<file path="config.mk">
export PLATFORM = sky130hd
export DESIGN_NAME = mouse_pkt_encoder
export DESIGN_NICKNAME = d
export VERILOG_FILES = /design/src/rtl/mpe_pkg.sv /design/src/rtl/mpe_pkt_build.sv /design/src/rtl/mpe_byte_fifo.sv /design/src/rtl/mouse_pkt_encoder.sv
export SDC_FILE = /design/constraint.sdc
export NUM_CORES = 2
export LEC_CHECK = 0
export ABC_AREA = 1
export BUFFER_PORTS_ARGS = -buffer_cell sky130_fd_sc_hd__buf_2
export CAP_MARGIN = 20
export CORE_ASPECT_RATIO = 1.4
export CORE_MARGIN = 2
export CORE_UTILIZATION = 60
export CTS_BUF_LIST = sky130_fd_sc_hd__clkbuf_16
export DETAILED_ROUTE_END_ITERATION = 10
export PLACE_DENSITY_LB_ADDON = 0.12
export SLEW_MARGIN = 20
export SYNTH_ARGS = -nofsm -noshare
export SYNTH_HDL_FRONTEND = slang
export SYNTH_SLANG_ARGS = --single-unit
</file>
<file path="constraint.sdc">
create_clock -name clk -period 9.35 [get_ports clk]
set_clock_uncertainty 0.1 [all_clocks]
set_input_delay 1.87 -clock clk [delete_from_list [all_inputs] [get_ports clk]]
set_output_delay 1.87 -clock clk [all_outputs]
set_load 0.02 [all_outputs]
</file>
<file path="src/rtl/mpe_pkg.sv">
package mpe_pkg;
  localparam int unsigned BYTE_W  = 8;
  localparam int unsigned PKT_LEN = 5;
  localparam logic [BYTE_W-1:0] HDR_BASE = 8'h87;

  typedef struct packed {
    logic left;
    logic mid;
    logic right;
  } btn_t;

  function automatic logic [BYTE_W-1:0] header_byte(input btn_t b);
    header_byte = HDR_BASE & ~{5'b00000, b.left, b.mid, b.right};
  endfunction
endpackage

</file>
<file path="src/rtl/mpe_pkt_build.sv">
module mpe_pkt_build
  import mpe_pkg::*;
#(
  parameter int unsigned MOTION_W = 16
) (
  input  logic                clk,
  input  logic                rst,
  input  logic                evt_valid,
  input  logic [MOTION_W-1:0] evt_dx,
  input  logic [MOTION_W-1:0] evt_dy,
  input  btn_t                btns,
  output logic                busy,
  output logic                push_valid,
  output logic [BYTE_W-1:0]   push_data
);
  localparam int unsigned LW = $clog2(PKT_LEN + 1);
  localparam logic signed [MOTION_W:0] POS_LIM = (MOTION_W+1)'(127);
  localparam logic signed [MOTION_W:0] NEG_LIM = -POS_LIM;

  function automatic logic [BYTE_W-1:0] clamp8(input logic signed [MOTION_W:0] v);
    if (v > POS_LIM)      clamp8 = 8'h7F;
    else if (v < NEG_LIM) clamp8 = 8'h81;
    else                  clamp8 = v[BYTE_W-1:0];
  endfunction

  logic signed [MOTION_W:0] dx_ext, dy_neg;
  logic [BYTE_W-1:0] pkt_q [PKT_LEN];
  logic [LW-1:0]     left_q;
  logic              busy_q;

  always_comb begin
    dx_ext = $signed({evt_dx[MOTION_W-1], evt_dx});
    dy_neg = -$signed({evt_dy[MOTION_W-1], evt_dy});
  end

  always_ff @(posedge clk) begin
    if (rst) begin
      busy_q <= 1'b0;
      left_q <= '0;
      for (int i = 0; i < PKT_LEN; i++) pkt_q[i] <= '0;
    end else if (busy_q) begin
      for (int i = 0; i < PKT_LEN - 1; i++) pkt_q[i] <= pkt_q[i+1];
      pkt_q[PKT_LEN-1] <= '0;
      left_q <= left_q - LW'(1);
      if (left_q == LW'(1)) busy_q <= 1'b0;
    end else if (evt_valid) begin
      pkt_q[0] <= header_byte(btns);
      pkt_q[1] <= clamp8(dx_ext);
      pkt_q[2] <= clamp8(dy_neg);
      for (int i = 3; i < PKT_LEN; i++) pkt_q[i] <= '0;
      left_q <= LW'(PKT_LEN);
      busy_q <= 1'b1;
    end
  end

  assign busy       = busy_q;
  assign push_valid = busy_q;
  assign push_data  = pkt_q[0];

  assert_accept_R5: assert property (@(posedge clk) disable iff (rst)
    (evt_valid && !busy_q) |=> (busy_q && left_q == LW'(PKT_LEN)));
  assert_busy_end_R5: assert property (@(posedge clk) disable iff (rst)
    (busy_q && left_q == LW'(1)) |=> !busy_q);
  assert_tail_zero_R4: assert property (@(posedge clk) disable iff (rst)
    (busy_q && left_q <= LW'(2)) |-> (push_data == '0));
endmodule

</file>
<file path="src/rtl/mpe_byte_fifo.sv">
module mpe_byte_fifo #(
  parameter int unsigned DEPTH = 256,
  parameter int unsigned DW    = 8
) (
  input  logic          clk,
  input  logic          rst,
  input  logic          clr,
  input  logic          wr_en,
  input  logic [DW-1:0] wr_data,
  input  logic          rd_en,
  output logic [DW-1:0] rd_data,
  output logic          not_empty,
  output logic          strobe
);
  localparam int unsigned AW = (DEPTH > 1) ? $clog2(DEPTH) : 1;
  localparam int unsigned CW = $clog2(DEPTH + 1);

  logic [DW-1:0] mem [DEPTH];
  logic [AW-1:0] wptr_q, rptr_q;
  logic [CW-1:0] count_q, count_d;
  logic [DW-1:0] rd_q;
  logic avail_q, strobe_q;
  logic full, has_data, acc_wr, acc_rd;

  function automatic logic [AW-1:0] nxt(input logic [AW-1:0] p);
    nxt = (p == AW'(DEPTH - 1)) ? '0 : p + AW'(1);
  endfunction

  always_comb begin
    full     = (count_q == CW'(DEPTH));
    has_data = (count_q != '0);
    acc_wr   = wr_en && !full && !clr;
    acc_rd   = rd_en && has_data && !clr;
    if (clr) count_d = '0;
    else     count_d = count_q + CW'(acc_wr) - CW'(acc_rd);
  end

  always_ff @(posedge clk) begin
    if (acc_wr) mem[wptr_q] <= wr_data;
  end

  always_ff @(posedge clk) begin
    if (rst) rd_q <= '0;
    else if (rd_en && !clr) rd_q <= has_data ? mem[rptr_q] : '0;
  end

  always_ff @(posedge clk) begin
    if (rst) begin
      wptr_q   <= '0;
      rptr_q   <= '0;
      count_q  <= '0;
      avail_q  <= 1'b0;
      strobe_q <= 1'b0;
    end else begin
      if (clr) begin
        wptr_q <= '0;
        rptr_q <= '0;
      end else begin
        if (acc_wr) wptr_q <= nxt(wptr_q);
        if (acc_rd) rptr_q <= nxt(rptr_q);
      end
      count_q  <= count_d;
      avail_q  <= (count_d != '0);
      strobe_q <= !clr && (acc_wr || (acc_rd && count_q > CW'(1)));
    end
  end

  assign rd_data   = rd_q;
  assign not_empty = avail_q;
  assign strobe    = strobe_q;

  assert_no_overflow_R6: assert property (@(posedge clk) disable iff (rst)
    count_q <= CW'(DEPTH));
  assert_full_drop_R6: assert property (@(posedge clk) disable iff (rst)
    (wr_en && full && !rd_en && !clr) |=> (count_q == CW'(DEPTH)));
  assert_empty_pop_zero_R7: assert property (@(posedge clk) disable iff (rst)
    (rd_en && !clr && !has_data && !wr_en) |=> (rd_data == '0 && !not_empty));
  assert_avail_match_R8: assert property (@(posedge clk) disable iff (rst)
    not_empty == (count_q != '0));
endmodule

</file>
<file path="src/rtl/mouse_pkt_encoder.sv">
module mouse_pkt_encoder
  import mpe_pkg::*;
#(
  parameter int unsigned MOTION_W   = 16,
  parameter int unsigned FIFO_DEPTH = 256
) (
  input  logic                clk,
  input  logic                rst,
  input  logic                clr,
  input  logic                evt_valid,
  input  logic [MOTION_W-1:0] evt_dx,
  input  logic [MOTION_W-1:0] evt_dy,
  input  logic                btn_left,
  input  logic                btn_mid,
  input  logic                btn_right,
  output logic                enc_busy,
  input  logic                rd_pop,
  output logic [7:0]          rd_data,
  output logic                rx_avail,
  output logic                rx_strobe
);
  btn_t              btns;
  logic              push_valid;
  logic [BYTE_W-1:0] push_data;

  assign btns = '{left: btn_left, mid: btn_mid, right: btn_right};

  mpe_pkt_build #(.MOTION_W(MOTION_W)) u_build (
    .clk        (clk),
    .rst        (rst),
    .evt_valid  (evt_valid),
    .evt_dx     (evt_dx),
    .evt_dy     (evt_dy),
    .btns       (btns),
    .busy       (enc_busy),
    .push_valid (push_valid),
    .push_data  (push_data)
  );

  mpe_byte_fifo #(.DEPTH(FIFO_DEPTH), .DW(BYTE_W)) u_fifo (
    .clk       (clk),
    .rst       (rst),
    .clr       (clr),
    .wr_en     (push_valid),
    .wr_data   (push_data),
    .rd_en     (rd_pop),
    .rd_data   (rd_data),
    .not_empty (rx_avail),
    .strobe    (rx_strobe)
  );

  assert_clear_empties_R10: assert property (@(posedge clk) disable iff (rst)
    clr |=> (!rx_avail && !rx_strobe));
endmodule

</file>
==> flow_summary_export.csv <==
group,metric,value,unit
status,outcome,"finished clean",
setup_path,crit_family,"buffers and inverters",
sta,tightestPinTransition,1.31,ns
routing,routedWlPerCell,25.1,um
cts,cts.sinks,2119,
power_and_ir_drop,seqPwrFrac,0.523,
layout,final_cells,9327,
global_routing,grt_overflow_total,0,
job,maxCapViolations,0,
die,die_h,454,um
setup_path,crit_path_start_kind,"flip-flop",
sta,max_freq,0.204,GHz
die,die-width,326,um
synthesis,synth.avg_cell_area,11.7,um2
cts,post_cts_buffers,0,
routing,vias,57400,
global_routing,grt_pass1_wl,346000,um
cts,cts_resized,0,
sta,slew_headroom,0.124,
synthesis,syn_nets,7474,
power_and_ir_drop,p_comb_frac,0.095,
synthesis,netlist_top_cells_area,"edfxtp_1, nand3_1, nand2_1",
synthesis,synth_top_area_cell,"edfxtp_1",
routing,wl_met2,116000,um
routing,wl_met1,86400,um
sta,rsz0062_at_grt,"false",
synthesis,ys_seq_elements,2119,
setup_path,path_buf_inv,3,
setup_path,crit_chain,"buf_4, buf_4, buf_4, nand2_1, nand3_1, nand3_1, nand3_1, nand3_1, nand3_1, nand3_1, nand3_1, nand3_1, a21oi_1",
synthesis,syn_area,0.0868,mm2
place,gp_congestion,0.917,
layout,layout-drive-gt1-share,0.0581,
layout,layout_commonest_cell,"nand2_1",
cts,worstSkewPairLatency,0.85,ns
sta,min_period_over_period,0.526,
setup_path,crit_fanout,92,
power_and_ir_drop,switching_share,0.245,
layout,nNetsFinal,7311,
global_routing,grt_pass1_vias,55600,
cts,cts_hold_buf,0,
setup_path,critPathKind,"reg2reg",
cts,path_clk_slew,0.06,ns
power_and_ir_drop,cellPowerDensity,216,mW/mm2
die,die-area,0.148,mm2
cts,numCtsBuffers,191,
layout,utilization,0.653,
power_and_ir_drop,leakagePower,32.7,nW
die,initial_core_util,0.603,
sta,fin_crit,4.91,ns
sta,hold_viol_final,0,
power_and_ir_drop,p_clk_frac,0.382,
routing,wl_met3,19400,um
setup_path,crit_required,10.02,ns
synthesis,synth_cell_types,40,
cts,clockRootBuffer,"clkbuf_16",
global_routing,grt_max_degree,217,
layout,mostFrequentLayoutCells,"nand2_1, nand3_1, edfxtp_1",
sta,whs,0.411,ns
place,port_buffers,50,
power_and_ir_drop,p_sw,4.99,mW
die,core_area,0.144,mm2
global_routing,track_usage,0.316,
setup_path,arrival,5.59,ns
routing,drt_iter0_drc,7054,
power_and_ir_drop,p_int,15.4,mW
global_routing,antenna_found_initial,6,
routing,post-route-drc-count,0,
setup_path,cpMaxStageDelayCell,"buf_4",
sta,tns,0,ns
setup_path,end_kind,"flip-flop",
place,hpwl,135000,um
cts,htreeDepth,4,
sta,drv_slew,0,
routing,vias_per_cell,6.15,
cts,cts_tree,"yes",
setup_path,crit_path_frequent_cell,"nand3_1",
sta,setup_viol,0,
cts,cts_buffer_depth,3,
hold_path,hold_class,"reg2reg",
die,rows,165,
synthesis,yosysWarnings,0,
routing,dr.pass1.iters,7,
synthesis,yosysSeqAreaShare,0.727,
routing,finalWirelength,234000,um
synthesis,netlist.area_leader.share,0.717,
routing,drtAntennaViolNets,0,
synthesis,netlist_instances,7409,
routing,highest_layer,"met5",
setup_path,cp_slowest_stage_delay,0.85,ns
die,ios,51,
layout,synthToLayoutAreaGrowth,8.34,%
power_and_ir_drop,irDropWorstVdd,0.221,mV
place,dp.cells,8973,
sequential cells by signal, indices dropped and copies added (netlist names), named ones only:
register	flops
u_build.left_q	3
u_fifo.strobe	1
u_build.busy	1
u_build.pkt_q	24
u_fifo.rd_data	8
u_fifo.rptr_q	8
u_fifo.count_q	9
u_fifo.mem	2048
u_fifo.wptr_q	8
u_fifo.not_empty	1
metrics by stage:
stage | setup slack [ns] | power [mW] | area [um2]
after floorplan | 4.65 | 12.1 | 86800
after global placement | 3.50 | 12.8 | 87900
after detailed placement | 3.67 | 12.8 | 87900
after CTS | 4.52 | 20.4 | 94100
after global routing | 4.14 | 20.9 | 94100
final | 4.44 | 20.4 | 94100
cell families after synthesis:
kind of cell / Yosys count / share of synthesized area
adder cells (fa/ha/maj): 25 / 0.00369
buffers and inverters: 587 / 0.0328
AO/OA/AOI/OAI: 86 / 0.00550
AND/OR/NAND/NOR: 4583 / 0.230
flip-flops: 2119 / 0.727
XOR/XNOR: 9 / 0.000908
power groups by stage:
stage                     registers (mW)  clock network (mW)  logic, mW
after CTS                           10.6                7.84       1.92
after global routing                10.6                8.18       2.11
after floorplan                     11.0                   0       1.14
after detailed placement            10.8                   0       1.92
final                               10.6                7.78       1.93
after global placement              10.8                   0       1.91
cell type report:
cell class / instances / area (um2)
flip-flops and latches: 2119 / 63200
fillers: 11000 / 50000
multi-input cells: 4703 / 20900
clock buffers: 195 / 4880
well taps: 1920 / 2400
clock inverters: 155 / 1280
repair buffers: 135 / 1060
inverters: 96 / 394
diodes: 4 / 10.0
Yosys cell counts:
library cell  count
inv_1            89
nor3b_1           5
clkinv_2          1
buf_2           253
nand4_2           1
nor3_4            1
or2_2             1
buf_4            55
xnor2_1           2
nand2_1        2134
nand2_2           2
a21oi_1          33
nor2_2            2
and3_1            3
o21ai_2           1
o41ai_2           1
dfxtp_1          47
buf_6            16
fa_1              1
nand3_1        2081
nor2_1          313
clkinv_1          4
a221oi_1          2
edfxtp_1       2072
nor4_1            6
a211oi_1          2
o21a_1            4
buf_1            58
xor2_1            7
nand3b_1          1
o21ai_1           1
nor3_1           17
a31o_2            1
ha_1             24
inv_2             2
clkbuf_1        109
nand4_1          16
o22ai_1           1
a31oi_1           4
o21ai_0          36
layer usage:
metal | track usage | vias to the layer above
li1 | - | 26000
met3 | 0.0485 | 610
met5 | 0 | -
met2 | 0.532 | 2919
met4 | 0.159 | 8
met1 | 0.401 | 27900
worst min-delay path: cells and delay by family, from the launching register on:
family / cells / cell delay, ns
AOI/OAI and AO/OA: 1 / 0.06
buffers and inverters: 1 / 0.08
DFF: 1 / 0.32
final timing paths:
check | slack (ns) | to | start | cells after the start
worst min register to register | 0.41 | u_build.left_q[0] | u_build.left_q[0] | 2
worst max register to register | 4.44 | u_fifo.rd_data[4] | flip-flop | 13
worst max-delay path | 4.44 | u_fifo.rd_data[4] | flip-flop | 13
worst min-delay path | 0.41 | u_build.left_q[0] | u_build.left_q[0] | 2
Power figures use the tool's default switching activity.
